===== config.mk =====
export PLATFORM = sky130hd
export DESIGN_NAME = stack_ptr_unit
export DESIGN_NICKNAME = d
export VERILOG_FILES = /design/src/rtl/stkp_pkg.sv /design/src/rtl/stkp_cfg.sv /design/src/rtl/stkp_step.sv /design/src/rtl/stkp_regs.sv /design/src/rtl/stack_ptr_unit.sv
export SDC_FILE = /design/constraint.sdc
export NUM_CORES = 1
export LEC_CHECK = 0
export ABC_AREA = 1
export BUFFER_PORTS_ARGS = -buffer_cell sky130_fd_sc_hd__buf_2
export CAP_MARGIN = 10
export CORE_ASPECT_RATIO = 2
export CORE_MARGIN = 10
export CORE_UTILIZATION = 50
export DETAILED_ROUTE_END_ITERATION = 10
export PLACE_DENSITY_LB_ADDON = 0.2
export SLEW_MARGIN = 15
export SYNTH_ARGS = -nofsm -noshare
export SYNTH_HDL_FRONTEND = slang
export SYNTH_SLANG_ARGS = --single-unit

===== constraint.sdc =====
create_clock -name clk_i -period 1.7 [get_ports clk_i]
set_input_delay 0.085 -clock clk_i [delete_from_list [all_inputs] [get_ports clk_i]]
set_output_delay 0.085 -clock clk_i [all_outputs]
set_load 0.01 [all_outputs]

===== src/rtl/stkp_pkg.sv =====
`timescale 1ns/1ps
package stkp_pkg;
   typedef enum logic [2:0] {
      STK_IDLE = 3'd0,
      STK_PUSH = 3'd1,
      STK_POP  = 3'd2,
      STK_CALL = 3'd3,
      STK_RET  = 3'd4
   } stk_op_e;

   localparam logic [1:0] SEL_LO  = 2'd0;
   localparam logic [1:0] SEL_HI  = 2'd1;
   localparam logic [1:0] SEL_CFG = 2'd2;
endpackage


===== src/rtl/stkp_cfg.sv =====
`timescale 1ns/1ps
module stkp_cfg #(
   parameter int BYTE_W      = 8,
   parameter int EXT_BIT     = 7,
   parameter bit EXT_SUPPORT = 1'b1
) (
   input  logic              clk_i,
   input  logic              rst_ni,
   input  logic              wr_i,
   input  logic [BYTE_W-1:0] wdata_i,
   output logic              ext_o
);
   generate
      if (EXT_SUPPORT) begin : g_ext
         logic ext_q;
         always_ff @(posedge clk_i or negedge rst_ni) begin
            if (!rst_ni)   ext_q <= 1'b0;
            else if (wr_i) ext_q <= wdata_i[EXT_BIT];
         end
         assign ext_o = ext_q;
      end else begin : g_classic_only
         logic unused_w;
         assign unused_w = wr_i ^ (^wdata_i) ^ clk_i ^ rst_ni;
         assign ext_o    = 1'b0;
      end
   endgenerate
endmodule


===== src/rtl/stkp_step.sv =====
`timescale 1ns/1ps
module stkp_step
   import stkp_pkg::*;
#(
   parameter int BYTE_W = 8,
   parameter int PTR_W  = 11,
   localparam int HI_W  = PTR_W - BYTE_W
) (
   input  stk_op_e           op_i,
   input  logic              ext_i,
   input  logic [BYTE_W-1:0] lo_i,
   input  logic [HI_W-1:0]   hi_i,
   output logic [BYTE_W-1:0] nxt_lo_o,
   output logic [HI_W-1:0]   nxt_hi_o,
   output logic [PTR_W-1:0]  addr_a_o,
   output logic [PTR_W-1:0]  addr_b_o
);
   function automatic logic [PTR_W-1:0] fold(input logic [PTR_W-1:0] v, input logic e);
      return e ? v : {{HI_W{1'b0}}, v[BYTE_W-1:0]};
   endfunction

   logic [PTR_W-1:0] cur, p1, p2, m1, m2, nxt;

   assign cur = fold({hi_i, lo_i}, ext_i);
   assign p1  = fold(cur + PTR_W'(1), ext_i);
   assign p2  = fold(cur + PTR_W'(2), ext_i);
   assign m1  = fold(cur - PTR_W'(1), ext_i);
   assign m2  = fold(cur - PTR_W'(2), ext_i);

   always_comb begin
      addr_a_o = cur;
      addr_b_o = cur;
      nxt      = cur;
      unique case (op_i)
         STK_PUSH: begin addr_a_o = p1;  addr_b_o = p1; nxt = p1; end
         STK_CALL: begin addr_a_o = p1;  addr_b_o = p2; nxt = p2; end
         STK_POP:  begin addr_a_o = cur; addr_b_o = cur; nxt = m1; end
         STK_RET:  begin addr_a_o = cur; addr_b_o = m1; nxt = m2; end
         default:  ;
      endcase
   end

   assign nxt_lo_o = nxt[BYTE_W-1:0];
   assign nxt_hi_o = ext_i ? nxt[PTR_W-1:BYTE_W] : hi_i;
endmodule


===== src/rtl/stkp_regs.sv =====
`timescale 1ns/1ps
module stkp_regs #(
   parameter int BYTE_W             = 8,
   parameter int PTR_W              = 11,
   parameter logic [7:0] RESET_LO   = 8'h07,
   localparam int HI_W              = PTR_W - BYTE_W
) (
   input  logic              clk_i,
   input  logic              rst_ni,
   input  logic              wr_lo_i,
   input  logic              wr_hi_i,
   input  logic [BYTE_W-1:0] wdata_i,
   input  logic              upd_i,
   input  logic [BYTE_W-1:0] nxt_lo_i,
   input  logic [HI_W-1:0]   nxt_hi_i,
   output logic [BYTE_W-1:0] lo_o,
   output logic [HI_W-1:0]   hi_o
);
   logic sfr_hit;
   assign sfr_hit = wr_lo_i | wr_hi_i;

   always_ff @(posedge clk_i or negedge rst_ni) begin
      if (!rst_ni) begin
         lo_o <= BYTE_W'(RESET_LO);
         hi_o <= '0;
      end else if (sfr_hit) begin
         if (wr_lo_i) lo_o <= wdata_i;
         if (wr_hi_i) hi_o <= wdata_i[HI_W-1:0];
      end else if (upd_i) begin
         lo_o <= nxt_lo_i;
         hi_o <= nxt_hi_i;
      end
   end
endmodule


===== src/rtl/stack_ptr_unit.sv =====
`timescale 1ns/1ps
module stack_ptr_unit
   import stkp_pkg::*;
#(
   parameter int BYTE_W            = 8,
   parameter int PTR_W             = 11,
   parameter int EXT_BIT           = 7,
   parameter bit EXT_SUPPORT       = 1'b1,
   parameter logic [7:0] RESET_LO  = 8'h07
) (
   input  logic              clk_i,
   input  logic              rst_ni,
   input  logic [2:0]        stk_op_i,
   input  logic [1:0]        sfr_sel_i,
   input  logic              sfr_wr_i,
   input  logic [BYTE_W-1:0] sfr_wdata_i,
   output logic [BYTE_W-1:0] sfr_rdata_o,
   output logic [PTR_W-1:0]  stk_addr_o,
   output logic [PTR_W-1:0]  stk_addr2_o
);
   localparam int HI_W = PTR_W - BYTE_W;

   generate
      if (PTR_W <= BYTE_W)      begin : g_chk_w  $error("PTR_W must exceed BYTE_W");   end
      if (HI_W > BYTE_W)        begin : g_chk_h  $error("high part exceeds one byte"); end
      if (EXT_BIT >= BYTE_W)    begin : g_chk_b  $error("EXT_BIT out of range");       end
   endgenerate

   stk_op_e             op;
   logic                ext;
   logic [BYTE_W-1:0]   ptr_lo, nxt_lo;
   logic [HI_W-1:0]     ptr_hi, nxt_hi;
   logic                wr_lo, wr_hi, wr_cfg;

   assign op     = stk_op_e'(stk_op_i);
   assign wr_lo  = sfr_wr_i && (sfr_sel_i == SEL_LO);
   assign wr_hi  = sfr_wr_i && (sfr_sel_i == SEL_HI);
   assign wr_cfg = sfr_wr_i && (sfr_sel_i == SEL_CFG);

   stkp_cfg #(.BYTE_W(BYTE_W), .EXT_BIT(EXT_BIT), .EXT_SUPPORT(EXT_SUPPORT)) u_cfg (
      .clk_i   (clk_i),
      .rst_ni  (rst_ni),
      .wr_i    (wr_cfg),
      .wdata_i (sfr_wdata_i),
      .ext_o   (ext)
   );

   stkp_step #(.BYTE_W(BYTE_W), .PTR_W(PTR_W)) u_step (
      .op_i     (op),
      .ext_i    (ext),
      .lo_i     (ptr_lo),
      .hi_i     (ptr_hi),
      .nxt_lo_o (nxt_lo),
      .nxt_hi_o (nxt_hi),
      .addr_a_o (stk_addr_o),
      .addr_b_o (stk_addr2_o)
   );

   stkp_regs #(.BYTE_W(BYTE_W), .PTR_W(PTR_W), .RESET_LO(RESET_LO)) u_regs (
      .clk_i    (clk_i),
      .rst_ni   (rst_ni),
      .wr_lo_i  (wr_lo),
      .wr_hi_i  (wr_hi),
      .wdata_i  (sfr_wdata_i),
      .upd_i    (op != STK_IDLE),
      .nxt_lo_i (nxt_lo),
      .nxt_hi_i (nxt_hi),
      .lo_o     (ptr_lo),
      .hi_o     (ptr_hi)
   );

   always_comb begin
      sfr_rdata_o = '0;
      unique case (sfr_sel_i)
         SEL_LO:  sfr_rdata_o = ptr_lo;
         SEL_HI:  sfr_rdata_o = {{(BYTE_W-HI_W){1'b0}}, ptr_hi};
         SEL_CFG: sfr_rdata_o[EXT_BIT] = ext;
         default: sfr_rdata_o = '0;
      endcase
   end
endmodule


==> qor.csv <==
metric,value,unit
io_pins,46,
synthesis.nets,383,
post_layout_nonfiller_instances,513,
postSynthCellCount,363,
grt_pass1_vias,2909,
slew_headroom,0.7394,
number_of_maximum_capacitance_violations,0,
synthTopCellsByArea,"nand2_1 (17%), dfrtp_1 (11%), nand3_1 (11%)",
peakVddDrop,0.9025,mV
die_x,65.18,um
final-hold-violation-count,0,
postSynthAreaPerCell,5.622,um2
yosysTopAreaCellShare,0.1729,
synth_edf_count,0,
post_dr_wirelength_cell,18.53,um
finish.net_count,483,
htree_levels,1,
fillCellCount,266,
crit_path_start_kind,flop,
multiInputGateArea,1874,um2
run_status,finished with violations,
numPortBuffers,45,
std_cell_rows,32,
min_period,2.144,ns
routed_via_density,6.103,
drc_errors,0,
dieArea,7192,um2
grt_first_pass_wirelength,13380,um
fp.dieH,110.4,um
layout_worst_path_cycle_share,1.261,
detailed_place_hpwl,6523,um
hold_path_class,in -> reg,
clk-insertion-delay-late,0.25,ns
clock-root-buffer,clkbuf_8,
crit_path_end_kind,output port,
critical_path_start_end_classification,reg -> out,
hold_depth,3,
failed_checks,setup timing,
reg2regPathDepth,11,
clkTransAtPathRegs,0.06,ns
grt_start_max_net_pins,15,
initial_antenna_violation_count,0,
leakagePower,1.603,nW
max_freq,466.4,MHz
final_cell_area,3244,um2
grt_remaining_overflow,0,
worst-endpoint-required,1.62,ns
placed_cells_incl_taps,496,
power_density,1055,nW/um2
synth_largest_area_cell,nand2_1,
dr.pass1.iters,5,
post_route_cells_drive_above_1_share,0.4654,
ctsLongestPathBuffers,2,
drt-initial-drc-count,337,
critical_path_arrival,2.06,ns
routed_wirelength,9506,um
initial_utilization,0.5255,
max_slew.worst_pin.slew,0.3869,ns
routed-via-count,3131,
antenna_cells,0,
totalNegativeSetupSlack,-5.991,ns
ys_warn_count,0,
tritoncts_clock_tree,built,
ys_ff_latch,12,
share_of_synthesized_area_occupied_by_flip_flops_and_latches,0.1490,
syn_to_final_growth,58.98,%
final_antenna_net_count,0,
synth-async-reset-ratio,1.000,
gpl.final_weighted_congestion,1.006,
fp.coreArea,3884,um2
worst_slack,-0.4442,ns
cts_inserted_buffers,3,
regArea,307.8,um2
setup_viol_count_final,30,
grt_setup_unrepaired,yes,
postSynth.topFlopCell,dfrtp_1,
worst-path-max-fanout,6,
skew,0.007002,ns
tritoncts_num_sinks,12,
grt_total_usage,0.2318,
synth.lib_cells_used.distinct,34,
final_max_slew_viol_count,0,
synthesis.area,2041,um2
postPlaceCellArea,2621,um2
-- Yosys cell counts, drive strengths merged, types with 6 or more instances --
master and n:
o21ai 33, xor2 9, o22ai 6, dfrtp 9, nand2 96, nor2 53, nand4 10, nand3 45
inv 42, a21oi 21, buf 13
-- routing by layer --
metal	wire length [um]	vias up	track usage
li1	-	1409	-
met1	3185	1427	0.2448
met2	4685	222	0.3857
met3	842	73	0.03337
met4	793	0	0.2108
met5	0	-	0
-- state kept, by name (all words and copies together), names as in the netlist --
name	count
u_regs.lo_o	8
u_cfg.ext_o	1
u_regs.hi_o	3
-- worst max-delay path, stage by stage (launching register included) --
cell	delay [ns]
dfstp_2	0.64
inv_4	0.08
buf_12	0.13
ha_4	0.17
nand2_4	0.10
xor2_2	0.27
nor2_1	0.08
nor2_1	0.12
o21ai_1	0.07
buf_2	0.15
-- layout make-up --
type                    instances  area share
well taps                      51     0.01967
flip-flops and latches         12     0.09487
inverters                      43     0.05322
multi-input cells             294      0.5777
clock buffers                   4     0.01388
repair buffers                109      0.2406
-- worst paths after layout --
kind | start | endpoint | slack [ns]
max | u_regs.lo_o[1] | stk_addr2_o[4] | -0.44
max in group asynchronous | rst_ni | u_regs.lo_o[2] | 1.15
max reg2reg | u_regs.lo_o[1] | u_regs.lo_o[7] | -0.24
min reg2reg | u_regs.lo_o[2] | u_regs.lo_o[2] | 0.58
min | sfr_wdata_i[7] | u_cfg.ext_o | 0.12
min in group asynchronous | rst_ni | u_regs.hi_o[2] | 0.25
-- what timing repair did --
item	4_1_cts	5_1_grt
pin swaps	6	39
gates resized for setup	53	89
setup buffers	5	13
hold buffers	1	0
setup endpoints to repair	26	31
endpoints found under the hold margin	12	0
-- power breakdown --
group          total (mW)  internal [mW]  switching, mW
Sequential          0.576          0.379          0.198
Clock               0.280          0.166          0.114
Combinational        2.57           1.11           1.45
Total                3.42           1.66           1.77
-- cell usage in the layout, fill, tap and decap left out, types with 12 or more instances in the layout --
| cell type | netlist | layout |
|---|---|---|
| o21ai_1 | 1 | 12 |
| buf_6 | 4 | 14 |
| o21ai_2 | 0 | 12 |
| inv_1 | 37 | 28 |
| nand2_2 | 1 | 14 |
| nor2_1 | 46 | 41 |
| a21oi_1 | 21 | 14 |
| buf_4 | 2 | 47 |
| nand3_2 | 1 | 13 |
| buf_2 | 7 | 45 |
| nand2_1 | 94 | 76 |
| nand3_1 | 43 | 30 |
-- logic make-up after synthesis --
logic type	share of synthesized area
AND/OR/NAND/NOR	0.4470
AO/OA/AOI/OAI	0.2078
buffers and inverters	0.1287
flip-flops	0.1490
XOR/XNOR	0.04292
adder cells (fa/ha/maj)	0.02453
-- per-stage QoR --
step | hold slack [ns] | power (mW) | worst slack (ns) | utilization
final | 0.1206 | 3.424 | -0.4442 | 0.8354
after global routing | 0.1491 | 3.618 | -0.4624 | 0.8354
after CTS | 0.1223 | 2.828 | -0.3126 | 0.7287
after detailed placement | -0.01379 | 2.363 | -0.1487 | 0.6749
after global placement | -0.02195 | 2.345 | -0.1140 | 0.6749
after floorplan | -0.2106 | 1.611 | -0.005917 | -
Note: power is estimated with default switching activity, not from simulation.
